File: config.mk
export PLATFORM = sky130hd
export DESIGN_NAME = i2c_slave_maddr
export DESIGN_NICKNAME = d
export VERILOG_FILES = /design/src/rtl/i2c_sl_pkg.sv /design/src/rtl/i2c_sl_sync.sv /design/src/rtl/i2c_sl_cond.sv /design/src/rtl/i2c_sl_addr_match.sv /design/src/rtl/i2c_slave_maddr.sv
export SDC_FILE = /design/constraint.sdc
export NUM_CORES = 1
export LEC_CHECK = 0
export BUFFER_PORTS_ARGS = -buffer_cell sky130_fd_sc_hd__clkbuf_2
export CAP_MARGIN = 30
export CORE_MARGIN = 5
export CORE_UTILIZATION = 35
export CTS_CLUSTER_DIAMETER = 50
export CTS_CLUSTER_SIZE = 28
export DETAILED_ROUTE_END_ITERATION = 8
export MAX_ROUTING_LAYER = met4
export PLACE_DENSITY_LB_ADDON = 0.1
export SLEW_MARGIN = 20
export SYNTH_ARGS = -nofsm -noshare
export SYNTH_HDL_FRONTEND = slang
export SYNTH_SLANG_ARGS = --single-unit
File: constraint.sdc
create_clock -name clk -period 3.5 [get_ports clk]
set_input_delay 0.175 -clock clk [delete_from_list [all_inputs] [get_ports clk]]
set_output_delay 0.175 -clock clk [all_outputs]
set_load 0.03 [all_outputs]
File: src/rtl/i2c_sl_pkg.sv
// Package: shared types for the multi-address I2C slave.
// Assumes: one byte is always eight bits plus one acknowledge slot.
package i2c_sl_pkg;
    // Protocol phase of the slave engine.
    typedef enum logic [1:0] {
        ST_IDLE = 2'd0,  // not addressed or ignoring the bus
        ST_ADDR = 2'd1,  // receiving the address byte
        ST_RX   = 2'd2,  // receiving data bytes
        ST_TX   = 2'd3   // transmitting data bytes
    } sl_state_e;

    localparam int unsigned BITS_PER_BYTE = 8;
endpackage

File: src/rtl/i2c_sl_sync.sv
// Module: i2c_sl_sync
// Passes each asynchronous bus line through a STAGES-deep flop chain,
// then keeps one more stage as history so edges can be detected.
// Assumes: lines idle high (open-drain bus), so reset loads ones.
module i2c_sl_sync #(
    parameter int unsigned LINES  = 2,
    parameter int unsigned STAGES = 2
) (
    input  logic             clk,
    input  logic             rst_n,
    input  logic [LINES-1:0] din_i,
    output logic [LINES-1:0] sync_o,
    output logic [LINES-1:0] prev_o
);
    for (genvar g = 0; g < LINES; g++) begin : g_line
        logic [STAGES:0] chain;
        // Shift the pin level through the synchronizer and history stage.
        always_ff @(posedge clk) begin
            if (!rst_n) chain <= '1;
            else        chain <= {chain[STAGES-1:0], din_i[g]};
        end
        assign sync_o[g] = chain[STAGES-1];
        assign prev_o[g] = chain[STAGES];
    end
endmodule

File: src/rtl/i2c_sl_cond.sv
// Module: i2c_sl_cond
// Turns synchronized SCL/SDA levels and their one-cycle history into
// single-cycle events: SCL edges, START and STOP.
// Assumes: inputs come from i2c_sl_sync; START/STOP need SCL high in
// both the current and previous sample, so an SDA change that lands
// together with an SCL fall is not taken as a condition.
module i2c_sl_cond (
    input  logic scl_s,
    input  logic scl_p,
    input  logic sda_s,
    input  logic sda_p,
    output logic scl_rise,
    output logic scl_fall,
    output logic start_det,
    output logic stop_det
);
    // Combinational event decode from current and previous samples.
    always_comb begin
        scl_rise  = scl_s & ~scl_p;
        scl_fall  = ~scl_s & scl_p;
        start_det = scl_s & scl_p & sda_p & ~sda_s;
        stop_det  = scl_s & scl_p & ~sda_p & sda_s;
    end
endmodule

File: src/rtl/i2c_sl_addr_match.sv
// Module: i2c_sl_addr_match
// Compares one received address against NUM_ADDR programmable slots
// at the same time and reports whether any slot hit.
// Assumes: slot k sits at bits [ADDR_W*k +: ADDR_W] of table_i.
module i2c_sl_addr_match #(
    parameter int unsigned NUM_ADDR = 6,
    parameter int unsigned ADDR_W   = 7
) (
    input  logic [ADDR_W-1:0]          addr_i,
    input  logic [NUM_ADDR*ADDR_W-1:0] table_i,
    output logic                       hit_o
);
    logic [NUM_ADDR-1:0] hit_vec;

    for (genvar k = 0; k < NUM_ADDR; k++) begin : g_slot
        assign hit_vec[k] = (table_i[ADDR_W*k +: ADDR_W] == addr_i);
    end

    // Any slot hitting counts as a match.
    assign hit_o = |hit_vec;
endmodule

File: src/rtl/i2c_slave_maddr.sv
// Module: i2c_slave_maddr (top)
// I2C target engine answering to NUM_ADDR addresses. It detects
// START/STOP, shifts in the address byte, matches it, acknowledges,
// then receives or transmits data bytes with acknowledge handling.
// Assumes: SCL is much slower than clk (each SCL phase lasts at least
// four clk cycles); SDA is open-drain and sda_pull_o requests a low.
// Every result lags the pins by three clk edges (sync + history).
module i2c_slave_maddr
    import i2c_sl_pkg::*;
#(
    parameter int unsigned NUM_ADDR    = 6,
    parameter int unsigned ADDR_W      = 7,
    parameter int unsigned SYNC_STAGES = 2
) (
    input  logic                       clk,
    input  logic                       rst_n,
    input  logic                       scl_i,
    input  logic                       sda_i,
    input  logic [NUM_ADDR*ADDR_W-1:0] slave_addr_i,
    input  logic                       ack_en_i,
    input  logic [ADDR_W:0]            tx_byte_i,
    output logic                       sda_pull_o,
    output logic                       busy_o,
    output logic                       addressed_o,
    output logic                       dir_tx_o,
    output logic [ADDR_W:0]            rx_byte_o,
    output logic                       byte_done_o,
    output logic                       last_ack_o
);
    localparam int unsigned BYTE_W = ADDR_W + 1;
    localparam int unsigned CNT_W  = $clog2(BITS_PER_BYTE + 1);
    localparam logic [CNT_W-1:0] ACK_SLOT = CNT_W'(BITS_PER_BYTE);
    localparam logic [CNT_W-1:0] LAST_BIT = CNT_W'(BITS_PER_BYTE - 1);

    logic [1:0] pins_s, pins_p;
    logic       scl_s, sda_s;
    logic       scl_rise, scl_fall, start_det, stop_det;
    logic       hit;

    sl_state_e         st_q;
    logic [CNT_W-1:0]  bit_cnt;
    logic [BYTE_W-1:0] sh_q;
    logic [BYTE_W-1:0] sh_next;
    logic [BYTE_W-1:0] tx_sh;
    logic              ack_pend;

    i2c_sl_sync #(.LINES(2), .STAGES(SYNC_STAGES)) u_sync (
        .clk    (clk),
        .rst_n  (rst_n),
        .din_i  ({scl_i, sda_i}),
        .sync_o (pins_s),
        .prev_o (pins_p)
    );

    assign scl_s = pins_s[1];
    assign sda_s = pins_s[0];

    i2c_sl_cond u_cond (
        .scl_s     (pins_s[1]),
        .scl_p     (pins_p[1]),
        .sda_s     (pins_s[0]),
        .sda_p     (pins_p[0]),
        .scl_rise  (scl_rise),
        .scl_fall  (scl_fall),
        .start_det (start_det),
        .stop_det  (stop_det)
    );

    // Byte as it will stand once the current SDA sample is shifted in.
    assign sh_next = {sh_q[BYTE_W-2:0], sda_s};

    i2c_sl_addr_match #(.NUM_ADDR(NUM_ADDR), .ADDR_W(ADDR_W)) u_match (
        .addr_i  (sh_next[BYTE_W-1:1]),
        .table_i (slave_addr_i),
        .hit_o   (hit)
    );

    // Protocol engine: conditions first, then SCL rise/fall actions.
    always_ff @(posedge clk) begin
        if (!rst_n) begin
            st_q        <= ST_IDLE;
            bit_cnt     <= '0;
            sh_q        <= '0;
            tx_sh       <= '0;
            ack_pend    <= 1'b0;
            sda_pull_o  <= 1'b0;
            busy_o      <= 1'b0;
            addressed_o <= 1'b0;
            dir_tx_o    <= 1'b0;
            rx_byte_o   <= '0;
            byte_done_o <= 1'b0;
            last_ack_o  <= 1'b0;
        end else begin
            byte_done_o <= 1'b0;
            if (start_det) begin
                st_q        <= ST_ADDR;
                bit_cnt     <= '0;
                ack_pend    <= 1'b0;
                sda_pull_o  <= 1'b0;
                busy_o      <= 1'b1;
                addressed_o <= 1'b0;
                dir_tx_o    <= 1'b0;
            end else if (stop_det) begin
                st_q        <= ST_IDLE;
                bit_cnt     <= '0;
                ack_pend    <= 1'b0;
                sda_pull_o  <= 1'b0;
                busy_o      <= 1'b0;
                addressed_o <= 1'b0;
            end else if (scl_rise) begin
                case (st_q)
                    ST_ADDR: begin
                        if (bit_cnt != ACK_SLOT) begin
                            sh_q    <= sh_next;
                            bit_cnt <= bit_cnt + 1'b1;
                            if (bit_cnt == LAST_BIT) begin
                                if (hit) begin
                                    addressed_o <= 1'b1;
                                    dir_tx_o    <= sda_s;
                                    ack_pend    <= 1'b1;
                                end else begin
                                    st_q <= ST_IDLE;
                                end
                            end
                        end else begin
                            bit_cnt  <= '0;
                            ack_pend <= 1'b0;
                            if (dir_tx_o) begin
                                st_q  <= ST_TX;
                                tx_sh <= tx_byte_i;
                            end else begin
                                st_q <= ST_RX;
                            end
                        end
                    end
                    ST_RX: begin
                        if (bit_cnt != ACK_SLOT) begin
                            sh_q    <= sh_next;
                            bit_cnt <= bit_cnt + 1'b1;
                            if (bit_cnt == LAST_BIT) begin
                                rx_byte_o   <= sh_next;
                                byte_done_o <= 1'b1;
                                ack_pend    <= ack_en_i;
                            end
                        end else begin
                            bit_cnt  <= '0;
                            ack_pend <= 1'b0;
                        end
                    end
                    ST_TX: begin
                        if (bit_cnt != ACK_SLOT) begin
                            tx_sh   <= {tx_sh[BYTE_W-2:0], 1'b0};
                            bit_cnt <= bit_cnt + 1'b1;
                        end else begin
                            bit_cnt    <= '0;
                            last_ack_o <= sda_s;
                            if (sda_s) st_q  <= ST_IDLE;
                            else       tx_sh <= tx_byte_i;
                        end
                    end
                    default: ;
                endcase
            end else if (scl_fall) begin
                case (st_q)
                    ST_ADDR, ST_RX: sda_pull_o <= (bit_cnt == ACK_SLOT) && ack_pend;
                    ST_TX:          sda_pull_o <= (bit_cnt != ACK_SLOT) && !tx_sh[BYTE_W-1];
                    default:        sda_pull_o <= 1'b0;
                endcase
            end
        end
    end

    // ---------------- assertions ----------------
    // a START leaves the bus busy with addressing and direction cleared.
    p_start_busy_r1: assert property (@(posedge clk) disable iff (!rst_n)
        start_det |=> busy_o && !addressed_o && !dir_tx_o);

    // the byte-done strobe lasts one cycle.
    p_done_pulse_r2: assert property (@(posedge clk) disable iff (!rst_n)
        byte_done_o |=> !byte_done_o);

    // a hit on the last address bit marks the block as addressed.
    p_match_addr_r3: assert property (@(posedge clk) disable iff (!rst_n)
        (st_q == ST_ADDR && !start_det && !stop_det && scl_rise &&
         bit_cnt == LAST_BIT && hit) |=> addressed_o);

    // while ignoring the bus the block never pulls SDA.
    p_idle_quiet_r4: assert property (@(posedge clk) disable iff (!rst_n)
        (st_q == ST_IDLE) |-> !sda_pull_o);

    // direction is the last address bit sampled when addressing succeeds.
    p_dir_bit0_r5: assert property (@(posedge clk) disable iff (!rst_n)
        $rose(addressed_o) |-> (dir_tx_o == $past(sda_s)));

    // a byte never takes more than nine SCL pulses.
    p_nine_pulses_r6: assert property (@(posedge clk) disable iff (!rst_n)
        bit_cnt <= ACK_SLOT);

    // with acknowledge disabled, the receive ack slot stays released.
    p_rx_ack_gate_r7: assert property (@(posedge clk) disable iff (!rst_n)
        (st_q == ST_RX && scl_fall && bit_cnt == ACK_SLOT && !ack_pend) |=> !sda_pull_o);

    // while transmitting, SDA is released for the controller's ack.
    p_tx_ack_release_r8: assert property (@(posedge clk) disable iff (!rst_n)
        (st_q == ST_TX && scl_fall && bit_cnt == ACK_SLOT) |=> !sda_pull_o);

    // a STOP releases the bus and drops the addressed flag.
    p_stop_clear_r9: assert property (@(posedge clk) disable iff (!rst_n)
        stop_det |=> !busy_o && !addressed_o);

    // pull requests only change right after an SCL edge or condition.
    p_pull_on_low_r10: assert property (@(posedge clk) disable iff (!rst_n)
        (!$past(scl_fall) && !$past(start_det) && !$past(stop_det)) |-> $stable(sda_pull_o));
endmodule

==> After elaboration in Yosys (flattened, before gate mapping) <==
Cells that the tools add are included.
{ "word_totals": {"regBits": 42, "input_bits": 55, "output_inout_bits": 14, "elab_cells": 109} }
{ "classes": {"n_addsub": 1, "eq_ne": 25, "mux": 26, "bitwise_logic": 17, "reduce_logical": 25} }
{ "ops": {"columns": ["cell", "n"], "rows": [
  ["equality test 7 bit", 6],
  ["two-way mux 8 bit", 4],
  ["AND reduction 6 bit", 4],
  ["AND reduction 5 bit", 4],
  ["one-hot mux 8 bit (2 select lines)", 1],
  ["inequality test 3 bit, second input constant", 5],
  ["two-way mux 1 bit", 12],
  ["OR reduction 6 bit", 2],
  ["two-way mux 2 bit", 5],
  ["inequality test 5 bit, second input constant", 2],
  ["inverter 1 bit", 10],
  ["inequality test 4 bit, second input constant", 2],
  ["AND 1 bit", 7],
  ["AND reduction 7 bit", 1],
  ["inequality test 2 bit, second input constant", 3],
  ["nonzero test 2 bit", 3],
  ["OR reduction 3 bit", 2],
  ["adder 4 x 1 -> 4 bit, second input constant", 1],
  ["equality test 2 bit, second input constant", 2],
  ["equality test 4 x 3 -> 1 bit, second input constant", 1],
  ["equality test 4 bit, second input constant", 1],
  ["two-way mux 4 bit", 1],
  ["inequality test 4 x 3 -> 1 bit, second input constant", 1],
  ["one-hot mux 1 bit (2 select lines)", 2],
  ["9 further kinds", 12]
]} }

==> Logic depth before layout (Yosys ltp) <==
{ "depth": {"ltp_word": 9, "ltp_mapped": 10} }

==> By module <==
From an unflattened synthesis, not the netlist that was laid out.
{ "unflattened": {"hier_cells": 271, "area_unflattened_um2": 2447.3} }
{ "modules_own_cells": {"columns": ["mod", "instances", "cells_each", "area_per_inst_um2"], "rows": [
  ["i2c_slave_maddr", 1, 189, 1701.6],
  ["i2c_sl_addr_match", 1, 62, 525.5],
  ["i2c_sl_sync", 1, 16, 187.7],
  ["i2c_sl_cond", 1, 4, 32.5]
]} }

==> Worst setup path before layout <==
No wires, ideal clock.
{ "synth_path": {"path_type": "reg2reg", "from": "reg bit_cnt[0]", "to": "reg tx_sh[6]", "setup_time_ns": 0.091, "t_arrival_ns": 1.674, "required_time_ns": 3.409, "slack_ns": 1.735, "stages_incl_launch_ff": 11, "period_less_slack_ns": 1.765, "path_cell_list": "dfxtp_1 > inv_1 > ha_1 > and3b_1 > buf_2 > nand3_2 > o211ai_2 > a21oi_4 > buf_6 > nor2_1 > a311oi_1"} }
{ "synth_between": {"elab_chain_cells": 3} }
{ "synth_lines": {"columns": ["item", "line", "text"], "rows": [
  ["start, declared", "i2c_slave_maddr.sv:41", "logic [CNT_W-1:0] bit_cnt;"],
  ["start signal, assigned", "i2c_slave_maddr.sv:115", "bit_cnt <= bit_cnt + 1'b1;"],
  ["start signal, assigned", "i2c_slave_maddr.sv:139", "bit_cnt <= bit_cnt + 1'b1;"],
  ["start signal, assigned", "i2c_slave_maddr.sv:153", "bit_cnt <= bit_cnt + 1'b1;"],
  ["inequality test 4 bit *", "i2c_slave_maddr.sv:113, i2c_slave_maddr.sv:151", null],
  ["inequality test 3 bit (no source line) (tied with other cells)", null, null],
  ["AND reduction 7 bit (no source line) / one-hot mux 8 bit (2 select lines) (equally long branches)", null, null],
  ["end signal, assigned", "i2c_slave_maddr.sv:130", "tx_sh <= tx_byte_i;"],
  ["end signal, assigned", "i2c_slave_maddr.sv:152", "tx_sh <= {tx_sh[BYTE_W-2:0], 1'b0};"],
  ["end signal, assigned", "i2c_slave_maddr.sv:158", "else tx_sh <= tx_byte_i;"],
  ["end, declared", "i2c_slave_maddr.sv:44", "logic [BYTE_W-1:0] tx_sh;"]
]} }
Every way passes the cells marked *; elsewhere a longest branch is shown, timed or not.
A chain may end at the register's enable or synchronous reset.

==> Worst setup path after layout <==
{ "layout_path": {"from": "reg sh_q[5]", "to": "reg dir_tx_o"} }
{ "layout_between": {"elab_chain_cells": 3} }
{ "layout_lines": {"columns": ["item", "line", "text"], "rows": [
  ["start, declared", "i2c_slave_maddr.sv:42", "logic [BYTE_W-1:0] sh_q;"],
  ["start signal, assigned", "i2c_slave_maddr.sv:114", "sh_q <= sh_next;"],
  ["start signal, assigned", "i2c_slave_maddr.sv:138", "sh_q <= sh_next;"],
  ["equality test 7 bit", "i2c_sl_addr_match.sv:16", "assign hit_vec[k] = (table_i[ADDR_W*k +: ADDR_W] == addr_i);"],
  ["OR reduction 6 bit *", "i2c_sl_addr_match.sv:20", "assign hit_o = |hit_vec;"],
  ["AND reduction 6 bit (no source line) *", null, null],
  ["end signal, assigned", "i2c_slave_maddr.sv:119", "dir_tx_o <= sda_s;"],
  ["end, declared", "i2c_slave_maddr.sv:25", "output logic dir_tx_o,"]
]} }
Marked as above.

==> impl_metrics.ini <==
[cells_and_area]
fin_util = 0.426
final_common_cell = clkbuf_2
drive_above_1_share = 0.242
diodes = 0
nNetsFinal = 399
mostFrequentLayoutCells = 68 x clkbuf_2, 43 x xor2_1, 42 x dfxtp_1
area_growth_pct = 19.8
num-fill-cells = 713

[sta]
max_freq_ghz = 0.474
timing.hold.ws_ns = 0.0523
layout_setup_ws_ns = 1.39
skew_ns = 0.0105
hold_viol = 0
finalCritPeriodShare = 0.603
timing.slew.headroom = 0.607
period_needed_ns = 2.11
setup_viol = 0
worstMarginPinSlew_ns = 0.590
final.setup.tns_ns = 0
rsz0062_at_grt = false
drv_slew = 0

[clock_network]
cts_tree = built
numCtsBuffers = 5
ctsHoldBuffers = 0
cts_setup_buffers = 0
clockRootBuffer = clkbuf_8
worstSkewPairLatency_ns = 0.29
clock_path_buffers = 2
cts_resized = 0
cts.clk_slew.worst_paths_ns = 0.08
clock_sinks = 42
htreeDepth = 2

[run]
maxCapViolCount = 0

[setup_path]
worstPathArrival_ns = 2.31
critPathMaxStageDelay_ns = 0.64
cp.buffers_inverters = 0
cp-start-kind = flip-flop
crit_type = flip-flop to flip-flop
worst_setup_path_end_kind = flip-flop
worst-path-max-fanout = 9
path_delay_family = simple AND/OR/NAND/NOR gates
crit_top_cell = nand3_1
critPathRequiredTime_ns = 3.70
cp_slowest_cell = dfxtp_1
path_cells = xor2_1 -> nor4_1 -> a22oi_1 -> nand3_1 -> nand3_1 -> a221oi_1

[die]
chipWidth_microns = 92.4
num_rows = 30
die-area_sq_um = 8540
io-pin-count = 69
start_util = 0.356
coreArea_sq_um = 6680
die_h_microns = 92.4

[yosys]
syn-instance-count = 279
synth-seq-area-share = 0.354
ys_warn_count = 0
syn-mean-instance-area_sq_um = 8.52
synth-seq-cells = 42
yosysUniqueCellTypes = 38
syn_area_sq_um = 2380
synth_nets = 340

[min_path]
hold_path.class = input port to flip-flop

[route]
avgRoutedWirePerCell_microns = 14.5
vias = 2069
drc_errors = 0
wl_microns = 6080
first_pass_iters = 4
ant_nets = 0
drtIter0Drc = 101
avgViaCountPerCell = 4.94

[global_routing]
overflow = 0
grt_antenna_before_repair = 0
grt_pass1_wl_microns = 9780
grtUsageTotal = 0.147
grt_max_degree = 24
grt_pass1_vias = 1964

[power]
p_per_area_nw_per_um2 = 365
irDropWorstVdd_v = 0.000198
static-leakage-power_nw = 1.26

[place]
hpwl_microns = 4600
gp_congestion = 0.826
pre_cts_ws_ns = 1.36
port_buffers = 68

[status]
status = complete, no violations
[Yosys cell counts (all sizes together)]
library cell  number  area (sq um)
and3b              2          17.5
nand4b             1          8.76
nand3b             1          7.51
or3                2          12.5
o31a               1          8.76
dfxtp             42           841
inv                8          30.0
and3               2          12.5
a21oi             15          86.3
a221oi             1          8.76
nor3               8          40.0
o21ai              8          40.0
clkbuf             7          26.3
nand2             29           109
clkinv             1          3.75
nand3             22           115
nor2b              2          12.5
mux2i              9          90.1
nand2b             8          50.1
buf               11           101
ha                 6          75.1
o211ai             3          27.5
and2               1          6.26
o31ai              1          7.51
nor3b              1          7.51
nor2              21          78.8
a311oi            10          87.6
a31oi              3          18.8
a31o               1          8.76
nor4               6          37.5
a22oi              3          22.5
xor2              43           377
[registers in the layout (all words and copies together), names as in the netlist]
register and count:
byte_done_o 1, ack_pend 1, u_sync.g_line.chain 6, rx_byte_o 8
sda_pull_o 1, tx_sh 8, last_ack_o 1, busy_o 1
st_q 2, addressed_o 1, bit_cnt 4, dir_tx_o 1
sh_q 7
[final timing paths]
path	from	to	slack, ns	cells after the start
worst max-delay path	sh_q[5]	dir_tx_o	1.39	6
worst min-delay path	scl_i	u_sync.g_line[1].chain[0]	0.05	2
worst max register to register	sh_q[5]	dir_tx_o	1.39	6
worst min register to register	u_sync.g_line[0].chain[0]	u_sync.g_line[0].chain[1]	0.41	1
[worst register-to-register path: stages, from the launching register on]
cell	delay, ns
dfxtp_1	0.64
xor2_1	0.14
nor4_1	0.37
a22oi_1	0.19
nand3_1	0.17
nand3_1	0.16
a221oi_1	0.34
[cells by family after synthesis]
kind of cell	Yosys count	share of synthesized area
fa+ha+maj	6	0.0316
compound gates	46	0.133
flops	42	0.354
mux	9	0.0379
buf+inv	27	0.0679
simple gates	106	0.217
xor+xnor	43	0.159
[per-stage QoR]
step                      instances  power, mW  cell area [sq um]
after floorplan                 279      0.532               2380
after global placement          411      0.576               2700
after detailed placement        411      0.576               2700
after CTS                       419       1.05               2850
after global routing            419       1.08               2850
final                           419       1.04               2850
[metal layers]
metal / vias up / GRT usage / wire, microns
met5: - / - / 0
met4: 0 / 0.0433 / 66
met3: 5 / 0.0374 / 418
met2: 60 / 0.221 / 2570
met1: 926 / 0.194 / 3030
li1: 1078 / - / -
[where the power goes]
group / internal, mW / switching (mW)
Clock: 0.304 / 0.169
Sequential: 0.481 / 0.00325
Combinational: 0.0401 / 0.0400
Total: 0.825 / 0.213
[layout make-up]
| type | instances | area [sq um] | share of cell area |
|---|---|---|---|
| well taps | 80 | 100 | 0.0352 |
| inverters | 9 | 33.8 | 0.0119 |
| clock buffers | 6 | 82.6 | 0.0290 |
| multi-input cells | 210 | 1370 | 0.483 |
| clock inverters | 2 | 60.1 | 0.0211 |
| flip-flops and latches | 42 | 841 | 0.295 |
| repair buffers | 70 | 355 | 0.125 |
Note: power is estimated with default switching activity, not from simulation.
